## src/rtl/prot_ldr_pkg.sv

```systemverilog
package prot_ldr_pkg;
   typedef enum logic [1:0] {
      CLS_FW  = 2'd0,
      CLS_FR  = 2'd1,
      CLS_FWR = 2'd2
   } cls_e;

   typedef enum logic [1:0] {
      ERR_NONE  = 2'd0,
      ERR_CAP   = 2'd1,
      ERR_ALIGN = 2'd2,
      ERR_LEN   = 2'd3
   } err_e;

   typedef struct packed {
      logic [31:0] addr;
      logic        en;
      logic [30:0] size;
      logic [31:0] sattr;
      logic [31:0] mattr;
      cls_e        cls;
   } desc_t;
endpackage

```

## src/rtl/pl_byte_fetch.sv

```systemverilog
module pl_byte_fetch #(
   parameter int ROW_BYTES = 512,
   localparam int AW = $clog2(ROW_BYTES),
   localparam int CW = AW + 1
) (
   input  logic          clk,
   input  logic          rst_n,
   input  logic          clr,
   input  logic          run,
   output logic          rd_req,
   output logic [AW-1:0] rd_addr,
   input  logic [7:0]    rd_data,
   output logic          word_vld,
   output logic [31:0]   word,
   output logic [CW-1:0] nbytes
);
   logic [1:0]    ph;
   logic [1:0]    bidx;
   logic [31:0]   sr;
   logic [CW-1:0] ptr;

   generate
      if (ROW_BYTES < 16 || (1 << AW) != ROW_BYTES) begin : g_bad_row
         $error("ROW_BYTES must be a power of two of at least 16");
      end
   endgenerate

   always_ff @(posedge clk or negedge rst_n) begin
      if (!rst_n) begin
         ph       <= 2'd0;
         bidx     <= 2'd0;
         sr       <= '0;
         ptr      <= '0;
         rd_req   <= 1'b0;
         rd_addr  <= '0;
         word_vld <= 1'b0;
      end else if (clr) begin
         ph       <= 2'd0;
         bidx     <= 2'd0;
         ptr      <= '0;
         rd_req   <= 1'b0;
         word_vld <= 1'b0;
      end else begin
         rd_req   <= 1'b0;
         word_vld <= 1'b0;
         case (ph)
            2'd0: if (run && !word_vld) begin
               rd_req  <= 1'b1;
               rd_addr <= ptr[AW-1:0];
               ph      <= 2'd1;
            end
            2'd1: ph <= 2'd2;
            2'd2: begin
               sr   <= {rd_data, sr[31:8]};
               bidx <= bidx + 2'd1;
               ptr  <= ptr + 1'b1;
               ph   <= 2'd0;
               if (bidx == 2'd3) word_vld <= 1'b1;
            end
            default: ph <= 2'd0;
         endcase
      end
   end

   assign word   = sr;
   assign nbytes = ptr;

   // requests are isolated single-cycle pulses
   p_req_pulse_r2: assert property (@(posedge clk) disable iff (!rst_n)
      rd_req |=> !rd_req);
   // a completed word is announced for exactly one cycle
   p_word_pulse_r2: assert property (@(posedge clk) disable iff (!rst_n)
      word_vld |=> !word_vld);
endmodule

```

## src/rtl/pl_parser.sv

```systemverilog
module pl_parser
   import prot_ldr_pkg::*;
#(
   parameter int FW_CAP  = 16,
   parameter int FR_CAP  = 4,
   parameter int WR_CAP  = 4,
   parameter int CW      = 10,
   localparam int TOT    = FW_CAP + FR_CAP + WR_CAP,
   localparam int ID_W   = $clog2(TOT),
   localparam int MAXC   = (FW_CAP > FR_CAP) ? ((FW_CAP > WR_CAP) ? FW_CAP : WR_CAP)
                                             : ((FR_CAP > WR_CAP) ? FR_CAP : WR_CAP),
   localparam int OBJ_W  = $clog2(MAXC + 1)
) (
   input  logic            clk,
   input  logic            rst_n,
   input  logic            start,
   input  logic            word_vld,
   input  logic [31:0]     word,
   input  logic [CW-1:0]   nbytes,
   output logic            run,
   output logic            clr,
   output logic            busy,
   output logic            done,
   output logic            error,
   output err_e            err_code,
   output logic            wr_en,
   output logic [ID_W-1:0] wr_id,
   output desc_t           wr_desc
);
   typedef enum logic [1:0] {ST_IDLE, ST_LEN, ST_CNT, ST_DESC} st_e;

   st_e              st;
   cls_e             cls;
   logic [31:0]      hdr_len;
   logic [OBJ_W-1:0] cnt;
   logic [OBJ_W-1:0] obj;
   logic [1:0]       widx;
   logic [ID_W-1:0]  gid;
   logic [31:0]      stg_addr, stg_size, stg_sattr;
   logic             accept, cap_ok, last_obj, leave, len_ok;

   generate
      if (FW_CAP < 1 || FR_CAP < 1 || WR_CAP < 1) begin : g_bad_cap
         $error("each class capacity must be at least one");
      end
      if (16 + 16 * TOT > (1 << (CW - 1))) begin : g_bad_fit
         $error("a full table does not fit in the row");
      end
   endgenerate

   function automatic logic [31:0] cap_of(cls_e c);
      case (c)
         CLS_FW:  return 32'(FW_CAP);
         CLS_FR:  return 32'(FR_CAP);
         default: return 32'(WR_CAP);
      endcase
   endfunction

   always_comb begin
      accept   = start && (st == ST_IDLE);
      cap_ok   = word <= cap_of(cls);
      last_obj = (obj == cnt - 1'b1);
      len_ok   = (32'(nbytes) == hdr_len);
      leave    = word_vld && (((st == ST_CNT) && (word == 32'd0)) ||
                              ((st == ST_DESC) && (widx == 2'd3) && last_obj));
      wr_en    = word_vld && (st == ST_DESC) && (widx == 2'd3);
   end

   assign clr  = accept;
   assign busy = (st != ST_IDLE);
   assign run  = busy;
   assign wr_id = gid;
   assign wr_desc = '{addr: stg_addr, en: stg_size[31], size: stg_size[30:0],
                      sattr: stg_sattr, mattr: word, cls: cls};

   always_ff @(posedge clk or negedge rst_n) begin
      if (!rst_n) begin
         st        <= ST_IDLE;
         cls       <= CLS_FW;
         hdr_len   <= '0;
         cnt       <= '0;
         obj       <= '0;
         widx      <= 2'd0;
         gid       <= '0;
         stg_addr  <= '0;
         stg_size  <= '0;
         stg_sattr <= '0;
         done      <= 1'b0;
         error     <= 1'b0;
         err_code  <= ERR_NONE;
      end else if (accept) begin
         st       <= ST_LEN;
         cls      <= CLS_FW;
         gid      <= '0;
         done     <= 1'b0;
         error    <= 1'b0;
         err_code <= ERR_NONE;
      end else if (word_vld && busy) begin
         case (st)
            ST_LEN: begin
               hdr_len <= word;
               st      <= ST_CNT;
            end
            ST_CNT: begin
               if (!cap_ok) begin
                  error    <= 1'b1;
                  err_code <= ERR_CAP;
                  st       <= ST_IDLE;
               end else begin
                  cnt  <= word[OBJ_W-1:0];
                  obj  <= '0;
                  widx <= 2'd0;
                  st   <= ST_DESC;
               end
            end
            ST_DESC: begin
               widx <= widx + 2'd1;
               case (widx)
                  2'd0: begin
                     if (cls == CLS_FW && word[1:0] != 2'b00) begin
                        error    <= 1'b1;
                        err_code <= ERR_ALIGN;
                        st       <= ST_IDLE;
                     end
                     stg_addr <= word;
                  end
                  2'd1: stg_size  <= word;
                  2'd2: stg_sattr <= word;
                  default: begin
                     gid <= gid + 1'b1;
                     obj <= obj + 1'b1;
                  end
               endcase
            end
            default: st <= ST_IDLE;
         endcase
         if (leave) begin
            if (cls == CLS_FWR) begin
               st <= ST_IDLE;
               if (len_ok) begin
                  done <= 1'b1;
               end else begin
                  error    <= 1'b1;
                  err_code <= ERR_LEN;
               end
            end else begin
               cls <= cls_e'(cls + 2'd1);
               st  <= ST_CNT;
            end
         end
      end
   end

   // success and failure are exclusive
   p_flag_excl_r8: assert property (@(posedge clk) disable iff (!rst_n)
      !(done && error));
   // success implies the consumed byte count matches the header
   p_done_len_r8: assert property (@(posedge clk) disable iff (!rst_n)
      done |-> (32'(nbytes) == hdr_len));
   // an aborted parse always carries a cause
   p_err_cause_r6: assert property (@(posedge clk) disable iff (!rst_n)
      error |-> (err_code != ERR_NONE));
   // writes never index past the table
   p_id_bound_r4: assert property (@(posedge clk) disable iff (!rst_n)
      wr_en |-> (32'(wr_id) < TOT));
   // a start while busy leaves the parse running
   p_start_ignored_r10: assert property (@(posedge clk) disable iff (!rst_n)
      (start && busy && !word_vld) |=> busy);
endmodule

```

## src/rtl/pl_desc_table.sv

```systemverilog
module pl_desc_table
   import prot_ldr_pkg::*;
#(
   parameter int N = 24,
   localparam int ID_W = $clog2(N)
) (
   input  logic            clk,
   input  logic            rst_n,
   input  logic            clr,
   input  logic            wr_en,
   input  logic [ID_W-1:0] wr_id,
   input  desc_t           wr_desc,
   input  logic [ID_W-1:0] rd_id,
   output logic            rd_valid,
   output desc_t           rd_desc
);
   logic [N-1:0] vld;
   desc_t        ent [N];

   generate
      if (N < 2) begin : g_bad_n
         $error("table needs at least two entries");
      end
      for (genvar i = 0; i < N; i++) begin : g_ent
         always_ff @(posedge clk or negedge rst_n) begin
            if (!rst_n) begin
               vld[i] <= 1'b0;
               ent[i] <= '0;
            end else if (clr) begin
               vld[i] <= 1'b0;
            end else if (wr_en && wr_id == ID_W'(i)) begin
               vld[i] <= 1'b1;
               ent[i] <= wr_desc;
            end
         end
      end
   endgenerate

   always_comb begin
      if (32'(rd_id) < N) begin
         rd_valid = vld[rd_id];
         rd_desc  = ent[rd_id];
      end else begin
         rd_valid = 1'b0;
         rd_desc  = '0;
      end
   end

   // no misaligned flash-write region is ever stored
   p_fw_align_r7: assert property (@(posedge clk) disable iff (!rst_n)
      (wr_en && wr_desc.cls == CLS_FW) |-> (wr_desc.addr[1:0] == 2'b00));
   // a new parse starts from an empty table
   p_clear_r10: assert property (@(posedge clk) disable iff (!rst_n)
      clr |=> (vld == '0));
endmodule

```

## src/rtl/prot_table_loader.sv

```systemverilog
module prot_table_loader
   import prot_ldr_pkg::*;
#(
   parameter int ROW_BYTES = 512,
   parameter int FW_CAP    = 16,
   parameter int FR_CAP    = 4,
   parameter int WR_CAP    = 4,
   localparam int AW       = $clog2(ROW_BYTES),
   localparam int CW       = AW + 1,
   localparam int TOT      = FW_CAP + FR_CAP + WR_CAP,
   localparam int ID_W     = $clog2(TOT)
) (
   input  logic            clk,
   input  logic            rst_n,
   input  logic            start,
   output logic            rd_req,
   output logic [AW-1:0]   rd_addr,
   input  logic [7:0]      rd_data,
   output logic            busy,
   output logic            done,
   output logic            error,
   output logic [1:0]      err_code,
   input  logic [ID_W-1:0] lk_id,
   output logic            lk_valid,
   output logic [1:0]      lk_cls,
   output logic [31:0]     lk_addr,
   output logic            lk_en,
   output logic [30:0]     lk_size,
   output logic [31:0]     lk_sattr,
   output logic [31:0]     lk_mattr
);
   logic            clr, run, word_vld, wr_en, tbl_valid;
   logic [31:0]     word;
   logic [CW-1:0]   nbytes;
   logic [ID_W-1:0] wr_id;
   desc_t           wr_desc, rd_desc;
   err_e            err_q;

   pl_byte_fetch #(.ROW_BYTES(ROW_BYTES)) u_fetch (
      .clk(clk), .rst_n(rst_n), .clr(clr), .run(run),
      .rd_req(rd_req), .rd_addr(rd_addr), .rd_data(rd_data),
      .word_vld(word_vld), .word(word), .nbytes(nbytes)
   );

   pl_parser #(.FW_CAP(FW_CAP), .FR_CAP(FR_CAP), .WR_CAP(WR_CAP), .CW(CW)) u_parse (
      .clk(clk), .rst_n(rst_n), .start(start),
      .word_vld(word_vld), .word(word), .nbytes(nbytes),
      .run(run), .clr(clr), .busy(busy), .done(done), .error(error),
      .err_code(err_q), .wr_en(wr_en), .wr_id(wr_id), .wr_desc(wr_desc)
   );

   pl_desc_table #(.N(TOT)) u_tbl (
      .clk(clk), .rst_n(rst_n), .clr(clr),
      .wr_en(wr_en), .wr_id(wr_id), .wr_desc(wr_desc),
      .rd_id(lk_id), .rd_valid(tbl_valid), .rd_desc(rd_desc)
   );

   assign err_code = err_q;
   assign lk_valid = tbl_valid && done;
   assign lk_cls   = rd_desc.cls;
   assign lk_addr  = rd_desc.addr;
   assign lk_en    = rd_desc.en;
   assign lk_size  = rd_desc.size;
   assign lk_sattr = rd_desc.sattr;
   assign lk_mattr = rd_desc.mattr;

   // the table is hidden while a parse is running
   p_hide_busy_r9: assert property (@(posedge clk) disable iff (!rst_n)
      busy |-> !lk_valid);
   // the table is hidden after an abort
   p_hide_err_r9: assert property (@(posedge clk) disable iff (!rst_n)
      error |-> !lk_valid);
endmodule

```

## config.mk

```make
export PLATFORM = sky130hd
export DESIGN_NAME = prot_table_loader
export DESIGN_NICKNAME = d
export VERILOG_FILES = /design/src/rtl/prot_ldr_pkg.sv /design/src/rtl/pl_byte_fetch.sv /design/src/rtl/pl_parser.sv /design/src/rtl/pl_desc_table.sv /design/src/rtl/prot_table_loader.sv
export SDC_FILE = /design/constraint.sdc
export NUM_CORES = 2
export LEC_CHECK = 0
export CORE_MARGIN = 3
export CORE_UTILIZATION = 67
export DETAILED_ROUTE_END_ITERATION = 6
export DONT_BUFFER_PORTS = 1
export PLACE_DENSITY = 0.84
export SLEW_MARGIN = 15
export SYNTH_ARGS = -nofsm -noshare
export SYNTH_HDL_FRONTEND = slang
export SYNTH_SLANG_ARGS = --single-unit
```

## constraint.sdc

```tcl
create_clock -name clk -period 4.2 [get_ports clk]
set_input_delay 0.84 -clock clk [delete_from_list [all_inputs] [get_ports clk]]
set_output_delay 0.84 -clock clk [all_outputs]
set_load 0.01 [all_outputs]
```

## Word level (Yosys, flattened, before mapping)

Cells that the tools add are included.

- Flip-flop bits (word level): 3,354
- Bits of input ports: 16
- Output and inout port bits: 146
- Word-level logic and storage cells: 470

- Add/sub/neg operators: 7
- Order comparisons: 4
- Equal/unequal tests: 42
- Muxes and demuxes: 113
- Bitwise gates (word level): 2
- Reduce and logical (&&, ||, !) cells: 114

Operators with widths:

| cell | count |
|---|---|
| binary-select mux 130 bit (select 5 bit) | 1 |
| 2-to-1 mux 130 bit | 3 |
| 2-to-1 mux 1 bit | 69 |
| nonzero test 2 bit | 33 |
| AND reduction 2 bit | 25 |
| 2-to-1 mux 2 bit | 24 |
| equality test 5 x 4 -> 1 bit (second input constant) | 8 |
| equality test 5 bit (second input constant) | 8 |
| logical AND 1 bit | 35 |
| 2-to-1 mux 5 bit | 7 |
| equality test 10 x 32 -> 1 bit | 1 |
| less-or-equal comparator 32 x 5 -> 1 bit | 1 |
| zero test 32 bit | 1 |
| AND reduction 4 bit | 6 |
| equality test 5 x 3 -> 1 bit (second input constant) | 4 |
| 2-to-1 mux 10 bit | 2 |
| AND reduction 3 bit | 5 |
| equality test 2 bit (second input constant) | 7 |
| case mux 2 bit (2 select lines) | 3 |
| adder 10 x 1 -> 10 bit (second input constant) | 1 |
| adder 5 x 1 -> 5 bit (second input constant) | 2 |
| equality test 5 x 2 -> 1 bit (second input constant) | 2 |
| case mux 5 bit (2 select lines) | 1 |
| zero test 2 bit | 4 |
| other kinds (22) | 29 |

## Longest topological paths before layout

- Depth after elaboration: 10
- Gate-level depth with buffers: 11
- Mapped depth without buffers: 10

## Hierarchy

From an unflattened synthesis, not the netlist that was laid out.

- Cell total of the unflattened synthesis: 10,173
- Area, all modules: 152,413.7 µm²

Modules (own cells, without submodules):

| module | times used | cells an instance | area an instance (µm²) | sequential area each (µm²) |
|---|---|---|---|---|
| pl_desc_table | 1 | 9,499 | 143,283.7 | 78,675.5 |
| pl_parser | 1 | 519 | 6,849.1 | 3,828.7 |
| pl_byte_fetch | 1 | 154 | 2,274.7 | 1,426.4 |
| prot_table_loader | 1 | 1 | 6.3 | 0.0 |

## Worst setup path before layout

No wires, ideal clock.

- Path kind: input -> output
- Start point: input port lk_id[0]
- End point: output port lk_sattr[13]
- Data arrival time: 2.615 ns
- Required time: 3.360 ns
- Setup slack: 0.745 ns
- Stages: 7
- Path buffers: 3
- Cells stage by stage: buf_2 > clkbuf_1 > buf_2 > mux4_2 > mux4_2 > inv_1 > o22ai_1

- Longest elaborated chain between the ends: 5
- Elaborated cells between the ends (all ways): 6
- Those cells by class: 1 x order compare; 4 x mux; 1 x bitwise

Ends and longest elaborated chain:

| what | line | text |
|---|---|---|
| from (decl) | prot_table_loader.sv:23 | `input logic [ID_W-1:0] lk_id,` |
| inverter 5 -> 6 bit (not written as such) | pl_desc_table.sv:42 | `rd_desc = ent[rd_id];` |
| binary-select mux 130 bit (select 5 bit) | pl_desc_table.sv:42 |  |
| 2-to-1 mux 130 bit (not written as such) (2 in series) | pl_desc_table.sv:42 |  |
| 2-to-1 mux 130 bit (*) | pl_desc_table.sv:40 | `if (32'(rd_id) < N) begin` |
| to (decl) | prot_table_loader.sv:29 | `output logic [31:0] lk_sattr,` |

Every way passes the cells marked *; elsewhere a longest branch is shown, timed or not. The select of a mux whose other input is x is not followed.

## Worst setup path in the final report

- Start point: input port lk_id[1]
- End point: output port lk_valid

- Longest elaborated chain between the ends: 4
- Elaborated cells between the ends (all ways): 5
- Those cells by class: 1 x order compare; 3 x mux; 1 x reduce/logical

Ends and longest elaborated chain:

| what | line | text |
|---|---|---|
| binary-select mux 1 bit (select 5 bit) | pl_desc_table.sv:41 | `rd_valid = vld[rd_id];` |
| 2-to-1 mux 1 bit (not written as such) | pl_desc_table.sv:41 |  |
| 2-to-1 mux 1 bit (*) | pl_desc_table.sv:40 |  |
| logical AND 1 bit (*) | prot_table_loader.sv:59 | `assign lk_valid = tbl_valid && done;` |
| to (decl) | prot_table_loader.sv:24 | `output logic lk_valid,` |

Marked as above.

==> reports/qor.log <==
qor: timing.max_freq 0.208 GHz
qor: timing.report.final.hold_viol_count 0
qor: timing.max_slew.worst_pin.slew 2750 ps
qor: logic_synthesis.synth-compound-area-share 0.00943
qor: timing.postLayoutSetupSlackWorst -608 ps
qor: route.detail_route.vias_per_cell 6.97
qor: logic_synthesis.post-synth-top-count-cell sky130_fd_sc_hd__dfrtp_1
qor: power.power-per-cell-area 417 nW/um2
qor: worst_setup_path.slowest_delay 900 ps
qor: logic_synthesis.synth.yosys.warnings 0
qor: logic_synthesis.synth_fa_ha_area_frac 0.00191
qor: finish.seqCellArea 83900 um2
qor: logic_synthesis.ys_types 57
qor: placement.dp_hpwl 197000 um
qor: placement.gp_congestion 0.813
qor: worst_setup_path.worst_path_max_delay_cell sky130_fd_sc_hd__mux4_2
qor: route.drc 1
qor: flow_run.max_cap_violations 0
qor: logic_synthesis.ys_top_cells_by_count sky130_fd_sc_hd__dfrtp_1, sky130_fd_sc_hd__mux2_2, sky130_fd_sc_hd__mux4_2
qor: logic_synthesis.synthesized_flop_and_latch_total 3354
qor: die.total_i_o_pin_count 162
qor: logic_synthesis.synth_enable_flop_cells 0
qor: logic_synthesis.yosysSeqAreaShare 0.558
qor: logic_synthesis.netlist_area 150000 um2
qor: power.switchingPower 17.0 mW
qor: clocking.clock_path_buffers 4
qor: finish.final.fill_count 12.4k
qor: finish.drive_gt1_frac 0.526
qor: route.route.detailed.wl_per_inst 31.9 um
qor: outcome.outcome finished, violations left
qor: timing.timing_max_transition_violations_final 689
qor: die.start_util 0.675
qor: worst_setup_path.start_kind input pin
qor: logic_synthesis.postSynthNetCount 9247
qor: power.clock_power_share 0.440
qor: timing.fin_skew 71.8 ps
qor: worst_setup_path.cp_data_required_time 3360 ps
qor: placement.placement.io_buffers 0
qor: worst_setup_path.worst-endpoint-arrival 3970 ps
qor: die.fp.dieH 480 um
qor: timing.finalWorstPathRequiredPeriod 4810 ps
qor: clocking.clock_pin_slew_worst_setup_and_hold_paths 50 ps
qor: logic_synthesis.syn_area_per_cell 16.3 um2
qor: global_routing.grt_pass1_vias 91.6k
qor: logic_synthesis.ys_dominant_reg_cell sky130_fd_sc_hd__dfrtp_1
qor: power.static-leakage-power 80.0 nW
qor: placement.dp_cells 11.5k
qor: finish.post-route-cell-area 165000 um2
qor: power.worst_ir_drop_vdd 0.614 mV
qor: route.final_antenna_net_count 0
qor: timing.setup_viol 82
qor: route.initialDrtViolationCount 8157
qor: die.design.die.area 230000 um2
qor: power.internal_power 51.9 mW
qor: worst_setup_path.crit_family multiplexers
qor: logic_synthesis.synth.mux.area_fraction 0.390
qor: finish.finalNetCount 8934
qor: logic_synthesis.post_synth_xor_area_fraction 0.00181
qor: route.number_of_optimization_iterations_in_the_first_detailed_route_pass 7
qor: clocking.postCtsSetupBuffers 0
qor: route.via_count 84.6k
qor: logic_synthesis.post_synth_inst_count 9208
qor: timing.rsz0062_at_grt yes
qor: finish.layoutNonFillerInstCount 12.1k
qor: power.p_sw_frac 0.247
qor: global_routing.initial_antenna_violation_count 26
qor: die.die_width 480 um
qor: worst_setup_path.crit_chain mux4_2 > nor2b_1 > a211oi_1 > a211oi_1 > a21oi_1 > buf_4 > nor2b_1
qor: clocking.cts.sink_count 3354
qor: power.combinationalPowerShare 0.075
qor: route.postRouteWirelength 387000 um
qor: die.num_rows 173
qor: worst_setup_path.crit_path_max_fanout 785
qor: outcome.failing_checks DRC, slew limit, setup timing
qor: logic_synthesis.main_combinational_cell_family_by_area_after_synthesis multiplexers
qor: logic_synthesis.yosys.area.top_type_share 0.558
qor: power.p_seq_frac 0.485
qor: global_routing.grt_total_usage 0.341
qor: placement.detailed_place.area 153000 um2
qor: clocking.clkLatencyLatePin 980 ps
qor: finish.flow.area_growth_from_synthesis 10.0%
qor: timing.fin_crit_sh 1.14
qor: hold_path.holdCritPathClass in -> async
qor: worst_setup_path.setup.worst_path.class in -> out
qor: timing.max-slew-margin-rel -0.833
qor: worst_setup_path.endpoint_kind output pin
qor: clocking.cts_max_level 5
qor: logic_synthesis.synth_simple_gate_area_share 0.00708
qor: logic_synthesis.share_of_flip_flops_with_an_asynchronous_set_or_reset 1.00
qor: global_routing.grt_first_pass_wirelength 586000 um
qor: worst_setup_path.timing.critical_path.buf_inv 1
qor: clocking.cts.root.buffer_cell sky130_fd_sc_hd__clkbuf_16
qor: clocking.tritoncts yes
qor: finish.multi_input_logic_area 61900 um2
qor: logic_synthesis.yosys.area.top_type sky130_fd_sc_hd__dfrtp_1
qor: clocking.cts_buf_count 349
qor: logic_synthesis.synth_area_leaders sky130_fd_sc_hd__dfrtp_1, sky130_fd_sc_hd__mux2_2, sky130_fd_sc_hd__mux4_2, sky130_fd_sc_hd__mux2_1, sky130_fd_sc_hd__clkbuf_1
qor: global_routing.gr-total-overflow 0
qor: global_routing.grt_start_max_net_pins 786
qor: die.core_region_area 223000 um2
==> per-stage QoR <==
| stage | worst slack [ps] | TNS, ps | hold slack, ps | total power, mW | utilization |
|---|---|---|---|---|---|
| after floorplan | 745 | 0 | 441 | 36.4 | - |
| after global placement | -2470 | -3554580 | 454 | 38.6 | 0.686 |
| after detailed placement | -2240 | -2979170 | 459 | 38.8 | 0.687 |
| after global routing | -41.4 | -75.1 | 24.6 | 70.8 | 0.742 |
| final | -608 | -20180 | 40.1 | 68.9 | 0.742 |
| after CTS | 45.4 | 0 | 2.98 | 69.0 | 0.741 |
==> layout by cell type (no fill, tap or decap), types with 17 or more instances in the layout <==
master	n
sky130_fd_sc_hd__mux2_2	3085
sky130_fd_sc_hd__inv_1	67
sky130_fd_sc_hd__clkinv_1	80
sky130_fd_sc_hd__nand2_1	79
sky130_fd_sc_hd__buf_16	35
sky130_fd_sc_hd__clkinv_2	49
sky130_fd_sc_hd__buf_12	73
sky130_fd_sc_hd__mux2i_1	135
sky130_fd_sc_hd__diode_2	25
sky130_fd_sc_hd__clkbuf_8	97
sky130_fd_sc_hd__ha_1	23
sky130_fd_sc_hd__clkbuf_1	68
sky130_fd_sc_hd__clkbuf_16	354
sky130_fd_sc_hd__o21ai_0	50
sky130_fd_sc_hd__buf_4	110
sky130_fd_sc_hd__bufbuf_16	22
sky130_fd_sc_hd__dfrtp_1	3354
sky130_fd_sc_hd__o22ai_1	128
sky130_fd_sc_hd__mux2_1	166
sky130_fd_sc_hd__mux4_2	916
sky130_fd_sc_hd__xnor2_1	17
sky130_fd_sc_hd__nor2_1	30
==> state kept, by name (all words and copies together) (netlist names), 5 cells and up <==
register           cells
u_fetch.rd_addr        9
u_parse.stg_size      32
u_parse.obj            5
u_tbl.vld             24
u_parse.hdr_len       32
u_parse.stg_addr      32
u_fetch.nbytes        10
u_parse.cnt            5
u_parse.wr_id          5
u_tbl.ent           3120
u_parse.stg_sattr     32
u_fetch.word          32
==> worst reg2reg max path: stages, from the launching register on <==
cell	delay [ps]
sky130_fd_sc_hd__dfrtp_1	440
sky130_fd_sc_hd__ha_1	240
sky130_fd_sc_hd__nand2_2	150
sky130_fd_sc_hd__nor3b_1	300
sky130_fd_sc_hd__nand2_1	290
sky130_fd_sc_hd__nor2_4	910
sky130_fd_sc_hd__buf_4	520
sky130_fd_sc_hd__mux2_2	420
==> per-layer routing <==
layer  global-route usage  wire, um  vias up
li1                     -         -    33500
met5                    0        69        -
met4                0.131     15000       10
met3               0.0681     29300      918
met2                0.547    190000     3537
met1                0.467    152000    46700
==> what timing repair did <==
item	4_1_cts	5_1_grt
cloned	28	2
hold buffers	2	0
endpoints found under the setup margin	1433	247
resized for setup	4	4
endpoints found under the hold margin	108	0
==> layout make-up <==
class / instances / share of cell area
flip-flops and latches: 3354 / 0.508
multi-input cells: 4799 / 0.374
clock buffers: 517 / 0.0629
repair buffers: 243 / 0.0244
well taps: 2975 / 0.0225
clock inverters: 80 / 0.00463
inverters: 148 / 0.00336
diodes: 25 / 0.000378
==> final timing paths <==
path / to / start / slack, ps / depth (start not counted)
setup / recovery: lk_valid / lk_id[1] / -610 / 7
hold / removal: u_fetch.rd_addr[2] / rst_n / 40 / 3
setup reg to reg: u_tbl.ent[2063] / u_parse.widx[0] / 760 / 7
hold reg to reg: u_tbl.ent[2210] / u_tbl.ent[2210] / 480 / 2
max in group asynchronous: u_tbl.ent[1737] / rst_n / 640 / 8
min in group clk: u_fetch.word[25] / rd_data[1] / 50 / 1
==> logic make-up (layout without fill, tap and decap cells) <==
kind of cell,count (synthesis),after routing
mux,4302,4302
flops,3354,3354
buf+inv,1055,988
compound gates,229,229
simple gates,214,214
xor+xnor,31,31
fa+ha+maj,23,23
other cells,0,25
==> power by group through the flow <==
stage / registers, mW / logic (mW) / clock network [mW]
floorplan: 33.6 / 2.76 / 0
global placement: 33.9 / 4.74 / 0
detailed placement: 33.9 / 4.90 / 0
CTS: 33.4 / 5.08 / 30.6
global route: 33.4 / 5.40 / 31.9
finish: 33.4 / 5.18 / 30.3
(Power assumes the default switching activity.)
